$ cat src/rtl/ccs_pkg.sv
`timescale 1ns/1ps
package ccs_pkg;
  localparam int WORD_W = 32;
  localparam int ID_W   = 2;
  localparam int IDX_W  = 7;
  localparam int DAT_W  = 16;

  // Packed so that bit 25 = read flag, 24:23 = codec address,
  // 22:16 = register index, 15:0 = data.
  typedef struct packed {
    logic             rd;
    logic [ID_W-1:0]  id;
    logic [IDX_W-1:0] idx;
    logic [DAT_W-1:0] data;
  } cmd_t;

  localparam int CMD_BITS = $bits(cmd_t);
  localparam int RSV_W    = WORD_W - CMD_BITS;

  typedef enum logic [1:0] {
    SQ_IDLE   = 2'd0,
    SQ_WAIT   = 2'd1,
    SQ_ACTIVE = 2'd2
  } sq_state_e;

  function automatic cmd_t word_to_cmd(input logic [WORD_W-1:0] w);
    return cmd_t'(w[CMD_BITS-1:0]);
  endfunction

  function automatic logic [WORD_W-1:0] cmd_to_word(input cmd_t c);
    return {{RSV_W{1'b0}}, c};
  endfunction
endpackage

$ cat src/rtl/ccs_rst_sync.sv
`timescale 1ns/1ps
module ccs_rst_sync #(
  parameter int STAGES = 2
) (
  input  logic clk,
  input  logic rst_n_in,
  output logic rst_n_out
);
  logic [STAGES-1:0] sync_q;

  always_ff @(posedge clk or negedge rst_n_in) begin
    if (!rst_n_in) sync_q <= '0;
    else           sync_q <= {sync_q[STAGES-2:0], 1'b1};
  end

  assign rst_n_out = sync_q[STAGES-1];
endmodule

$ cat src/rtl/ccs_cmd_reg.sv
`timescale 1ns/1ps
module ccs_cmd_reg
  import ccs_pkg::*;
(
  input  logic              clk,
  input  logic              rst_n,
  input  logic              wr,
  input  logic [WORD_W-1:0] wdata,
  input  logic              busy,
  input  logic              complete,
  input  logic [DAT_W-1:0]  rsp_data,
  output cmd_t              cmd,
  output logic              accept
);
  cmd_t incoming;
  cmd_t cmd_d;
  cmd_t cmd_q;
  logic reject_sec;
  logic cmd_en;
  logic unused_rsvd;

  assign unused_rsvd = ^wdata[WORD_W-1:CMD_BITS];

  always_comb begin
    incoming   = word_to_cmd(wdata);
    reject_sec = incoming.rd && (incoming.id != '0);
    accept     = wr && !busy && !reject_sec;
  end

  always_comb begin
    cmd_d = cmd_q;
    if (accept) begin
      cmd_d = incoming;
    end else if (complete) begin
      cmd_d.rd = 1'b0;
      cmd_d.id = '0;
      if (cmd_q.rd) cmd_d.data = rsp_data;
    end
  end

  assign cmd_en = accept | complete;

  always_ff @(posedge clk or negedge rst_n) begin
    if (!rst_n)      cmd_q <= '0;
    else if (cmd_en) cmd_q <= cmd_d;
  end

  assign cmd = cmd_q;

  // the word is frozen while a transaction is in flight
  a_r11_hold_while_busy: assert property (@(posedge clk) disable iff (!rst_n)
    busy && !complete |=> $stable(cmd_q));

  // completion leaves read flag and codec address at zero
  a_r8_fields_cleared: assert property (@(posedge clk) disable iff (!rst_n)
    complete |=> (cmd_q.rd == 1'b0) && (cmd_q.id == '0));
endmodule

$ cat src/rtl/ccs_sequencer.sv
`timescale 1ns/1ps
module ccs_sequencer
  import ccs_pkg::*;
#(
  parameter int WR_FRAMES     = 2,
  parameter int RD_MIN_FRAMES = 2
) (
  input  logic             clk,
  input  logic             rst_n,
  input  logic             accept,
  input  logic             frame_start,
  input  logic             is_rd,
  input  logic [IDX_W-1:0] idx,
  input  logic             sts_valid,
  input  logic [IDX_W-1:0] sts_index,
  output logic             pending,
  output logic             slot_valid,
  output logic             complete
);
  localparam int MAXF = (RD_MIN_FRAMES > WR_FRAMES) ? RD_MIN_FRAMES : WR_FRAMES;
  localparam int CNT_W = $clog2(MAXF + 1);
  localparam logic [CNT_W-1:0] CNT_MAX = CNT_W'(MAXF);
  localparam logic [CNT_W-1:0] WR_LAST = CNT_W'(WR_FRAMES - 1);
  localparam logic [CNT_W-1:0] RD_OPEN = CNT_W'(RD_MIN_FRAMES);

  sq_state_e        state_q, state_d;
  logic [CNT_W-1:0] cnt_q, cnt_d;
  logic             slot_q, slot_d;
  logic             rsp_hit;

  assign rsp_hit = sts_valid && (sts_index == idx) && (cnt_q >= RD_OPEN);

  always_comb begin
    state_d  = state_q;
    cnt_d    = cnt_q;
    slot_d   = slot_q;
    complete = 1'b0;
    unique case (state_q)
      SQ_IDLE: begin
        if (accept) state_d = SQ_WAIT;
      end
      SQ_WAIT: begin
        if (frame_start) begin
          state_d = SQ_ACTIVE;
          cnt_d   = '0;
          slot_d  = 1'b1;
        end
      end
      SQ_ACTIVE: begin
        if (frame_start) begin
          slot_d = 1'b0;
          if (cnt_q != CNT_MAX) cnt_d = cnt_q + CNT_W'(1);
        end
        if (is_rd) complete = rsp_hit;
        else       complete = frame_start && (cnt_q == WR_LAST);
        if (complete) begin
          state_d = SQ_IDLE;
          slot_d  = 1'b0;
        end
      end
      default: begin
        state_d = SQ_IDLE;
        slot_d  = 1'b0;
      end
    endcase
  end

  always_ff @(posedge clk or negedge rst_n) begin
    if (!rst_n) begin
      state_q <= SQ_IDLE;
      cnt_q   <= '0;
      slot_q  <= 1'b0;
    end else begin
      state_q <= state_d;
      cnt_q   <= cnt_d;
      slot_q  <= slot_d;
    end
  end

  assign pending    = (state_q != SQ_IDLE);
  assign slot_valid = slot_q;

  // accepted command is outstanding on the next cycle
  a_r2_accept_pending: assert property (@(posedge clk) disable iff (!rst_n)
    accept |=> pending);

  // slot window opens only on a frame strobe
  a_r3_slot_opens_on_frame: assert property (@(posedge clk) disable iff (!rst_n)
    $rose(slot_q) |-> $past(frame_start));

  // slot window lasts a single frame
  a_r3_slot_one_frame: assert property (@(posedge clk) disable iff (!rst_n)
    slot_q && frame_start |=> !slot_q);

  // no completion during the frame that carries the command
  a_r4_not_in_send_frame: assert property (@(posedge clk) disable iff (!rst_n)
    complete |-> !slot_q);

  // outstanding flag only drops through a completion
  a_r6_pending_holds: assert property (@(posedge clk) disable iff (!rst_n)
    pending && !complete |=> pending);
endmodule

$ cat src/rtl/ccs_event.sv
`timescale 1ns/1ps
module ccs_event (
  input  logic clk,
  input  logic rst_n,
  input  logic complete,
  input  logic clr,
  input  logic mask,
  output logic done,
  output logic irq
);
  logic done_q, done_d, done_en;

  assign done_en = complete | clr;
  assign done_d  = complete;

  always_ff @(posedge clk or negedge rst_n) begin
    if (!rst_n)       done_q <= 1'b0;
    else if (done_en) done_q <= done_d;
  end

  assign done = done_q;
  assign irq  = done_q & ~mask;

  // a completion always leaves the flag set, clear or not
  a_r10_set_wins: assert property (@(posedge clk) disable iff (!rst_n)
    complete |=> done_q);

  // a lone clear empties the flag
  a_r10_clear: assert property (@(posedge clk) disable iff (!rst_n)
    clr && !complete |=> !done_q);
endmodule

$ cat src/rtl/codec_cmd_seq.sv
`timescale 1ns/1ps
module codec_cmd_seq
  import ccs_pkg::*;
#(
  parameter int WR_FRAMES     = 2,
  parameter int RD_MIN_FRAMES = 2
) (
  input  logic              clk,
  input  logic              rst_n,
  input  logic              cmd_wr,
  input  logic [WORD_W-1:0] cmd_wdata,
  output logic [WORD_W-1:0] cmd_rdata,
  input  logic              done_clr,
  input  logic              done_mask,
  output logic              cmd_pending,
  output logic              cmd_done,
  output logic              irq,
  input  logic              frame_start,
  output logic              slot_valid,
  output logic              slot_rd,
  output logic [ID_W-1:0]   slot_id,
  output logic [IDX_W-1:0]  slot_index,
  output logic [DAT_W-1:0]  slot_data,
  input  logic              sts_valid,
  input  logic [IDX_W-1:0]  sts_index,
  input  logic [DAT_W-1:0]  sts_data
);
  logic rst_n_s;
  cmd_t cmd;
  logic accept;
  logic complete;
  logic pending;
  logic slot_q;

  ccs_rst_sync #(.STAGES(2)) u_rst (
    .clk       (clk),
    .rst_n_in  (rst_n),
    .rst_n_out (rst_n_s)
  );

  ccs_cmd_reg u_cmd (
    .clk      (clk),
    .rst_n    (rst_n_s),
    .wr       (cmd_wr),
    .wdata    (cmd_wdata),
    .busy     (pending),
    .complete (complete),
    .rsp_data (sts_data),
    .cmd      (cmd),
    .accept   (accept)
  );

  ccs_sequencer #(
    .WR_FRAMES     (WR_FRAMES),
    .RD_MIN_FRAMES (RD_MIN_FRAMES)
  ) u_seq (
    .clk         (clk),
    .rst_n       (rst_n_s),
    .accept      (accept),
    .frame_start (frame_start),
    .is_rd       (cmd.rd),
    .idx         (cmd.idx),
    .sts_valid   (sts_valid),
    .sts_index   (sts_index),
    .pending     (pending),
    .slot_valid  (slot_q),
    .complete    (complete)
  );

  ccs_event u_evt (
    .clk      (clk),
    .rst_n    (rst_n_s),
    .complete (complete),
    .clr      (done_clr),
    .mask     (done_mask),
    .done     (cmd_done),
    .irq      (irq)
  );

  always_comb begin
    slot_valid = slot_q;
    slot_rd    = slot_q & cmd.rd;
    slot_id    = slot_q ? cmd.id   : '0;
    slot_index = slot_q ? cmd.idx  : '0;
    slot_data  = slot_q ? cmd.data : '0;
  end

  assign cmd_pending = pending;
  assign cmd_rdata   = cmd_to_word(cmd);

  // a read to a secondary codec never starts a transaction
  a_r7_secondary_read: assert property (@(posedge clk) disable iff (!rst_n_s)
    cmd_wr && !cmd_pending && cmd_wdata[25] && (cmd_wdata[24:23] != 2'b00)
      |=> !cmd_pending && $stable(cmd_rdata));
endmodule

$ cat config.mk
export PLATFORM = sky130hd
export DESIGN_NAME = codec_cmd_seq
export DESIGN_NICKNAME = d
export VERILOG_FILES = /design/src/rtl/ccs_pkg.sv /design/src/rtl/ccs_rst_sync.sv /design/src/rtl/ccs_cmd_reg.sv /design/src/rtl/ccs_sequencer.sv /design/src/rtl/ccs_event.sv /design/src/rtl/codec_cmd_seq.sv
export SDC_FILE = /design/constraint.sdc
export NUM_CORES = 1
export LEC_CHECK = 0
export BUFFER_PORTS_ARGS = -buffer_cell sky130_fd_sc_hd__buf_2
export CORE_UTILIZATION = 38
export DETAILED_ROUTE_END_ITERATION = 7
export GPL_ROUTABILITY_DRIVEN = 0
export PLACE_DENSITY = 0.82
export SYNTH_ARGS = -nofsm -noshare
export SYNTH_HDL_FRONTEND = slang
export SYNTH_SLANG_ARGS = --single-unit
$ cat constraint.sdc
create_clock -name clk -period 1.1 [get_ports clk]
set_input_delay 0.055 -clock clk [delete_from_list [all_inputs] [get_ports clk]]
set_output_delay 0.055 -clock clk [all_outputs]
set_load 0.02 [all_outputs]
Yosys cells after proc, flatten, opt, wreduce, memory -nomap -nowiden
Index checks and enable logic that the tools add are counted.

storage, ports and cells
  flip-flop bits (word level) = 34
  bits of input ports = 62
  output and inout bits = 62

operators by class
  equal/unequal tests = 11
  bitwise logic cells = 6
  add/sub/neg operators = 1
  reduce and logical (&&, ||, !) cells = 20
  mux-type cells = 23
  order comparisons = 1

operators with widths
  kind                                                                      number
  16-bit two-way mux                                                        4
  2-bit two-way mux                                                         7
  2-bit nonzero test                                                        5
  3-bit AND reduction                                                       3
  2-bit inequality test (second input constant)                             4
  7-bit equality test                                                       1
  7-bit two-way mux                                                         1
  1-bit logical AND                                                         6
  1-bit two-way mux                                                         6
  3-bit two-way mux                                                         2
  2-bit one-hot mux with 3 select lines                                     1
  2-bit by 1-bit equality test with 1-bit output (second input constant)    2
  2-bit by 1-bit inequality test with 1-bit output (second input constant)  2
  2-bit one-hot mux with 2 select lines                                     1
  2-bit AND reduction                                                       2
  4-bit AND reduction                                                       1
  3-bit by 2-bit inequality test with 1-bit output (second input constant)  1
  1-bit one-hot mux with 3 select lines                                     1
  2-bit by 1-bit adder with 2-bit output (second input constant)            1
  1-bit bitwise AND                                                         2
  2-bit equality test (second input constant)                               1
  2-bit >= comparator (second input constant)                               1
  1-bit logical NOT                                                         2
  2-bit logical NOT                                                         1
  other kinds (2)                                                           4

Depth between registers and ports, before layout
Gate-level depths: netlist (run 1).

  depth in word-level cells = 8
  depth in mapped cells = 8
  depth with buffers taken out = 6

By module
A second synthesis (run 1) with hierarchy kept.

second synthesis, totals
  cells, all modules = 162
  area, all modules = 2035.7 µm²

by module, submodules not included
  module         cells each  area an instance (µm²)  times used
  ccs_cmd_reg    79          1302.5                  1
  ccs_sequencer  41          377.9                   1
  codec_cmd_seq  35          259.0                   1
  ccs_rst_sync   3           53.8                    1
  ccs_event      4           42.5                    1

Least setup slack after synthesis (run 1)
Ideal clock, no wire load.

  path kind = register -> register
  start point = register u_seq.cnt_q[0]
  end point = register u_cmd.cmd_q (netlist bit u_cmd.cmd[10])
  setup time = 0.123 ns
  path buffers = 2
  period minus slack after synthesis = 2.181 ns
  cell stages (with the launch flop) = 9
  slack = -1.081 ns
  required time = 0.977 ns
  arrival = 2.058 ns
  cell sequence = dfrtp_1 > inv_1 > ha_1 > o211ai_2 > or4_4 > or3_1 > buf_6 > buf_8 > o221a_1

on the way
  longest elaborated chain between the ends = 7
  elaborated cells on any way between the ends = 10
  classes of those cells = 1 x order compare; 1 x eq/ne; 3 x mux; 1 x bitwise; 4 x reduce/logical

RTL lines
  item                                                                                   RTL line                                  text
  start, declared                                                                        ccs_sequencer.sv:27                       logic [CNT_W-1:0] cnt_q, cnt_d;
  start signal, assigned                                                                 ccs_sequencer.sv:75                       cnt_q <= cnt_d;
  2-bit >= comparator or 2-bit by 1-bit equality test with 1-bit output (tied branches)  ccs_sequencer.sv:31, ccs_sequencer.sv:55
  1-bit logical AND, on equally long branches                                            ccs_sequencer.sv:31, ccs_sequencer.sv:55
  1-bit two-way mux (*)                                                                  ccs_sequencer.sv:54                       if (is_rd) complete = rsp_hit;
  1-bit two-way mux (*) (2 in a row)                                                     ccs_sequencer.sv:38                       unique case (state_q)
  2-bit nonzero test (no source line) or 1-bit OR (tied branches)                        -
  3-bit AND reduction (no source line) (*)                                               -
  end signal, assigned                                                                   ccs_cmd_reg.sv:45                         else if (cmd_en) cmd_q <= cmd_d;
  end, declared                                                                          ccs_cmd_reg.sv:17                         cmd_t cmd_q;

Every way passes the cells marked *; elsewhere a longest branch is shown, timed or not. The select of a mux whose other input is x is not followed.
A chain may end at the register's enable or synchronous reset.

Worst setup path in the final report (run 1)
  start point = register u_seq.cnt_q[0]
  end point = register u_cmd.cmd_q (netlist bit u_cmd.cmd[13])

The elaborated chain is that of the path after synthesis.

==> impl_metrics.toml, run 1 <==
[cells_and_area]
final_area_um2 = 3276
final_cell_mix = "buf_2, buf_6, dfrtp_1"
regArea_um2 = 854.6
nFillCells = 323
layout-drive-gt1-share_pct = 70.06
multiInputGateArea_um2 = 1033
fin_nets = 387
final_common_cell = "buf_2"
fin_cells = 376
areaGrowthSynthToFinish_pct = 77.37
diodes = 0

[power_and_ir_drop]
seq_power_share_pct = 24.4
p_switching_mw = 3.811
power_leakage_nw = 1.612
power_density_nw_per_um2 = 2901
clock_power_share_pct = 11.5
peakVddDrop_v = 0.001835
swShare_pct = 40.10
p_int_mw = 5.692
combPwrFrac_pct = 64.2

[critical_path]
r2r_cells = 7
worst-path-buf-inv = 2
slowest_stage = "or4_4"
r2r_slack_ps = -920
crit_cells = 7
worstPathArrival_ps = 2190
required_ps = 1270
critPathTopFamily = "simple AND/OR/NAND/NOR gates"
critPathMaxFanout = 12
path_class = "flop to flop"
path_cells = "inv_1, ha_2, o211ai_2, or4_4, or3_4, buf_8, o221a_1"
crit_path_end_kind = "flop"
rr_endpoint = "u_cmd.cmd[13]$_DFFE_PN0P_"
worst_path_largest_cell_delay_ps = 430
crit_path_start_kind = "flop"
r2r_start = "u_seq.cnt_q[0]$_DFFE_PN0P_"

[logic_synthesis]
synth-compound-area-share_pct = 16.26
synth_area_um2 = 1847
synth_edf_count = 0
synth_xor_xnor_area_share_pct = 3.320
synthFlopType = "dfrtp_1"
post_synth.cell_area_avg_um2 = 11.06
async_flop_share_pct = 100.0
synth.area.mux_share_pct = 5.894
synth_adder_area_share_pct = 1.355
synth_simple_gate_area_share_pct = 20.19
netlist_instances = 167
synth_top_family_by_area = "simple AND/OR/NAND/NOR gates"
ys_types = 32
synth_seq_cells = 34
yosysSeqAreaShare_pct = 46.07
yosys_warnings = 0

[detailed_routing]
via_count = 1857
wl_per_cell_um = 15.90
route.detailed.drc = 0
drtIter0Drc = 33
totalWireLength_um = 5980
antenna_left = 0
vias_per_cell = 4.939
dr.pass1.iters = 4

[clock_network]
insertion_delay_ps = 280
cts_tree = "built"
cts.sinks = 34
cts_buffers = 5
cts.clk_slew.worst_paths_ps = 70
cts-htree-levels = 2
clockBufferDepth = 2
cts-root-buf = "clkbuf_8"

[timing]
maxSlewViolCount = 0
finalCritPeriodShare_pct = 183.7
fmax_mhz = 495.0
worst_slack_ps = -920.3
setup_violations = 59
final_hold_viol_count = 0
clock_skew_ps = 2.370
rsz0062_at_grt = "true"
finalCriticalPeriod_ps = 2020

[min_path]
hold_class = "primary input to flop"
min-delay-start = "cmd_wdata[20]"
whs_path_depth = 2
hold_end = "u_cmd.cmd[20]$_DFFE_PN0P_"

[global_routing]
grt_use_total_pct = 24.18
grt_pass1_vias = 1951
grt_overflow = 0
grt_pass1_wl_um = 9328
antenna_found_initial = 0
grt_max_degree = 24

[place]
place_inst = 353
dp_slack_ps = -958.0
dp_hpwl_um = 3910
detailed_place.area_um2 = 2681
io_buffers = 111

[floorplan]
num_io_pins = 124
fp.dieW_um = 71.72
dieArea_um2 = 5143
start_util_pct = 41.00
num_rows = 24
die_h_um = 71.72
core-area_um2 = 4504

[status]
status = "finished with violations"
failed_checks = "setup timing"

[run]
cap_violations = 0
worst max-delay path by stage:
stage / from / slack (ps) / to
after CTS: u_seq.cnt_q[0]$_DFFE_PN0P_ / -910 / u_cmd.cmd[13]$_DFFE_PN0P_
after detailed placement: u_seq.cnt_q[0]$_DFFE_PN0P_ / -960 / u_cmd.cmd[11]$_DFFE_PN0P_
after global routing: u_seq.cnt_q[0]$_DFFE_PN0P_ / -970 / u_cmd.cmd[14]$_DFFE_PN0P_
after global placement: u_seq.cnt_q[0]$_DFFE_PN0P_ / -870 / u_cmd.cmd[12]$_DFFE_PN0P_
after floorplan: u_cmd.cmd[16]$_DFFE_PN0P_ / -990 / u_cmd.cmd[10]$_DFFE_PN0P_
final: u_seq.cnt_q[0]$_DFFE_PN0P_ / -920 / u_cmd.cmd[13]$_DFFE_PN0P_
routing by layer:
| layer | wire (um) | global-route usage, % | part of all wire (%) |
|---|---|---|---|
| met1 | 2306 | 26.85 | 39 |
| met2 | 3332 | 45.81 | 56 |
| met3 | 263 | 3.797 | 4.4 |
| met4 | 77 | 9.586 | 1.3 |
| met5 | 0 | 0 | 0 |
final cells by class:
class / instances / share of cell area, %
sequential: 34 / 26.09
clock buffer: 8 / 3.361
inverter: 4 / 0.4584
timing repair buffer: 159 / 36.55
tap: 52 / 1.986
multi-input combinational: 119 / 31.55
power by group through the flow:
| stage | sequential (mW) | clock [mW] | combinational (mW) |
|---|---|---|---|
| floorplan | 2.88 | 0 | 2.11 |
| global placement | 2.21 | 0 | 4.47 |
| detailed placement | 2.24 | 0 | 4.58 |
| CTS | 2.30 | 1.10 | 5.94 |
| global route | 2.38 | 1.16 | 6.46 |
| finish | 2.32 | 1.09 | 6.10 |
kinds of logic after synthesis:
logic type / count (synthesis)
AOI/OAI and AO/OA: 33
adders and majority gates: 2
DFF: 34
muxes: 10
and+or+nand+nor: 60
other: 2
xor gates and xnor gates: 7
buffers and inverters: 19
Yosys cell counts (2+ instances only):
library cell / number / area, um2
a21oi_1: 4 / 20.02
a22o_1: 3 / 26.28
and2_1: 25 / 156.4
buf_4: 8 / 60.06
clkbuf_1: 5 / 18.77
conb_1: 2 / 7.510
dfrtp_1: 34 / 850.8
ha_1: 2 / 25.02
inv_1: 4 / 15.01
mux2_2: 7 / 78.83
mux2i_1: 3 / 30.03
nand2_1: 3 / 11.26
nand2b_1: 2 / 12.51
nand3b_1: 2 / 15.01
nor2_1: 2 / 7.510
nor2b_1: 4 / 25.02
o21ai_0: 8 / 40.04
o221a_1: 13 / 146.4
o221a_2: 3 / 33.78
or2_2: 16 / 100.1
xnor2_1: 4 / 35.03
xor2_1: 3 / 26.28
flip-flops by register name (all words and copies together) (netlist names):
name	cells
u_cmd.cmd	26
u_evt.done	1
u_rst.sync_q	2
u_seq.cnt_q	2
u_seq.slot_valid	1
u_seq.state_q	2
what timing repair did:
item                       CTS  global route
hold endpoints to repair     8             0
resized for setup          108            10
pin swaps                    5             6
setup endpoints to repair   58            60
hold buffers                 7             0
gates cloned                 3             0
setup buffers                4             6
stage by stage:
| stage | hold slack (ps) | power, mW | setup TNS, ps | utilization (%) |
|---|---|---|---|---|
| after detailed placement | -156.4 | 6.819 | -21370 | 59.53 |
| after CTS | 1.806 | 9.348 | -24780 | 72.28 |
| final | 5.174 | 9.502 | -24480 | 72.72 |
| after global placement | -156.6 | 6.679 | -19950 | 59.53 |
| after floorplan | -240.6 | 4.990 | -20450 | - |
| after global routing | 4.423 | 9.997 | -26690 | 72.72 |
No activity file was read; power rests on OpenSTA's default activity.
==> inputs of run 2 (changes only) <==
--- a/config.mk
+++ b/config.mk
@@ -5,8 +5,9 @@
 export SDC_FILE = /design/constraint.sdc
 export NUM_CORES = 1
 export LEC_CHECK = 0
+export ABC_AREA = 1
 export BUFFER_PORTS_ARGS = -buffer_cell sky130_fd_sc_hd__buf_2
-export CORE_UTILIZATION = 38
+export CORE_UTILIZATION = 39
 export DETAILED_ROUTE_END_ITERATION = 7
 export GPL_ROUTABILITY_DRIVEN = 0
 export PLACE_DENSITY = 0.82
==> impl_metrics.toml, run 2 <==
[status]
status = "finished with violations"
failed_checks = "setup timing"

[cells_and_area]
fin_cells = 531
final_common_cell = "nand2_1"
layout-drive-gt1-share_pct = 53.02
areaGrowthSynthToFinish_pct = 82.33
fin_nets = 528
final_area_um2 = 3694
largest_reg_flops = 26
utilization_pct = 76.18
diodes = 0
final_cell_mix = "nand2_1, buf_2, buf_6"

[logic_synthesis]
async_flop_share_pct = 100.0
synth_area_leader_cell = "dfrtp_1"
synth_area_leaders = "dfrtp_1, nand2_1, inv_1"
yosysTopAreaCellShare_pct = 42.00
synth_commonest_cells = "nand2_1, inv_1, dfrtp_1, nand3_1, o21ai_0"
synth_area_um2 = 2026
yosys_warnings = 0
synth_seq_cells = 34
yosysSeqAreaShare_pct = 42.00
post_synth.cell_area_avg_um2 = 6.513
synth.most_common_cell = "nand2_1"
synth_edf_count = 0
synthFlopType = "dfrtp_1"
netlist_instances = 311
ys_types = 18

[global_routing]
grt_max_degree = 33
grt_use_total_pct = 21.44
grt_pass1_vias = 2064
antenna_found_initial = 0
grt_overflow = 0
grt_pass1_wl_um = 8818

[detailed_routing]
totalWireLength_um = 7125
antenna_left = 0
via_count = 2456
route.detailed.drc = 0
dr.pass1.iters = 4
drtIter0Drc = 82
vias_per_cell = 4.625
wl_per_cell_um = 13.42

[critical_path]
crit_path_end_kind = "flop"
r2r_slack_ps = -520
slowest_stage = "dfrtp_1"
path_class = "flop to flop"
critPathTopFamily = "buffers and inverters"
path_cells = "buf_4, buf_4, ha_2, nand3b_1, nand2_2, buf_4, buf_6, o21ai_1, nand2_1, nand2_1"
required_ps = 1320
r2r_cells = 10
worstPathArrival_ps = 1840
cp_common_cell = "buf_4"
critPathMaxFanout = 3
worst-path-buf-inv = 4
r2r_start = "u_seq.cnt_q[0]$_DFFE_PN0P_"
worst_path_largest_cell_delay_ps = 400
rr_endpoint = "u_seq.slot_valid$_DFFE_PN0P_"
crit_path_start_kind = "flop"

[place]
detailed_place.area_um2 = 2768
io_buffers = 111
place_inst = 499
dp_hpwl_um = 3990

[floorplan]
start_util_pct = 41.78
num_io_pins = 124
dieArea_um2 = 5486
fp.dieW_um = 74.07
core-area_um2 = 4848
die_h_um = 74.07
num_rows = 25

[timing]
finalCriticalPeriod_ps = 1623
fmax_mhz = 616.1
whs_ps = 11.54
setup_violations = 59
maxSlewViolCount = 0
finalSetupTns_ps = -15530
finalCritPeriodShare_pct = 147.6
clock_skew_ps = 6.829
worst_slack_ps = -523.1
rsz0062_at_grt = "true"
final_hold_viol_count = 0

[min_path]
hold_end = "u_cmd.cmd[24]$_DFFE_PN0P_"
hold_class = "primary input to flop"
whs_path_depth = 3
min-delay-start = "cmd_wdata[24]"

[power_and_ir_drop]
peakVddDrop_v = 0.001130
power_density_nw_per_um2 = 2517
power_leakage_nw = 2.309

[clock_network]
clockBufferDepth = 2
cts-root-buf = "clkbuf_8"
cts.clk_slew.worst_paths_ps = 70
cts.sinks = 34
cts-htree-levels = 2
insertion_delay_ps = 290
cts_buffers = 5
cts_tree = "built"

[run]
cap_violations = 0
-- run 2: worst register-to-register path, delay by kind of cell (launching register included) --
kind | cells | cell delay, ps
compound gates | 1 | 110
buf+inv | 4 | 540
flops | 1 | 400
fa+ha+maj | 1 | 180
simple gates | 4 | 320
-- run 2: how the worst max path moves through the flow --
stage	from	end	slack [ps]	depth (start not counted)
2_1_floorplan	u_seq.cnt_q[0]$_DFFE_PN0P_	u_cmd.cmd[6]$_DFFE_PN0P_	-390	13
3_3_place_gp	u_seq.cnt_q[0]$_DFFE_PN0P_	u_cmd.cmd[10]$_DFFE_PN0P_	-380	12
3_5_place_dp	u_seq.cnt_q[0]$_DFFE_PN0P_	u_cmd.cmd[14]$_DFFE_PN0P_	-450	12
4_1_cts	u_seq.cnt_q[0]$_DFFE_PN0P_	u_cmd.cmd[14]$_DFFE_PN0P_	-450	12
5_1_grt	u_seq.cnt_q[0]$_DFFE_PN0P_	u_cmd.cmd[14]$_DFFE_PN0P_	-640	12
6_report	u_seq.cnt_q[0]$_DFFE_PN0P_	u_seq.slot_valid$_DFFE_PN0P_	-520	10
-- run 2: cell type report --
cell class / instances / area [um2]
multi-input cells: 212 / 1204
well taps: 67 / 83.83
fillers: 334 / 1155
clock buffers: 5 / 68.82
clock inverters: 2 / 10.01
inverters: 51 / 196.4
repair buffers: 160 / 1279
flip-flops and latches: 34 / 852.1
-- run 2: timing repair --
action,in CTS,in global routing
buffers inserted,7,5
hold buffers,9,0
resized for setup,56,145
pin swaps,4,1
endpoints found under the setup margin,60,60
cloned,0,5
hold endpoints to repair,10,0
-- run 2: where the power goes --
part | internal (mW) | total, mW | switching (mW) | leakage, nW
Combinational | 2.66 | 5.97 | 3.31 | 1.84
Clock | 0.424 | 0.859 | 0.435 | 0.0438
Sequential | 1.79 | 2.47 | 0.676 | 0.425
-- run 2: logic make-up (layout without fill, tap and decap cells) --
group / after synthesis / in the layout / synth area share [%]
DFF: 34 / 34 / 42.00
and+or+nand+nor: 188 / 188 / 37.49
buffers and inverters: 70 / 218 / 15.07
other: 2 / 7 / 0.3707
AOI/OAI and AO/OA: 15 / 15 / 3.830
adders and majority gates: 2 / 2 / 1.235
-- run 2: per-layer routing --
| layer | GRT usage, % | vias up | share of wire [%] |
|---|---|---|---|
| li1 | - | 1210 | - |
| met1 | 24.35 | 1127 | 38 |
| met2 | 39.19 | 100 | 54 |
| met3 | 4.743 | 19 | 5.2 |
| met4 | 7.906 | 0 | 2.3 |
| met5 | 0 | - | 0 |
-- run 2: per-stage QoR --
step | power (mW) | worst slack [ps]
detailed placement | 6.193 | -447.2
global route | 9.847 | -636.6
global placement | 6.080 | -379.8
finish | 9.298 | -523.1
CTS | 7.601 | -447.6
floorplan | 4.714 | -387.5
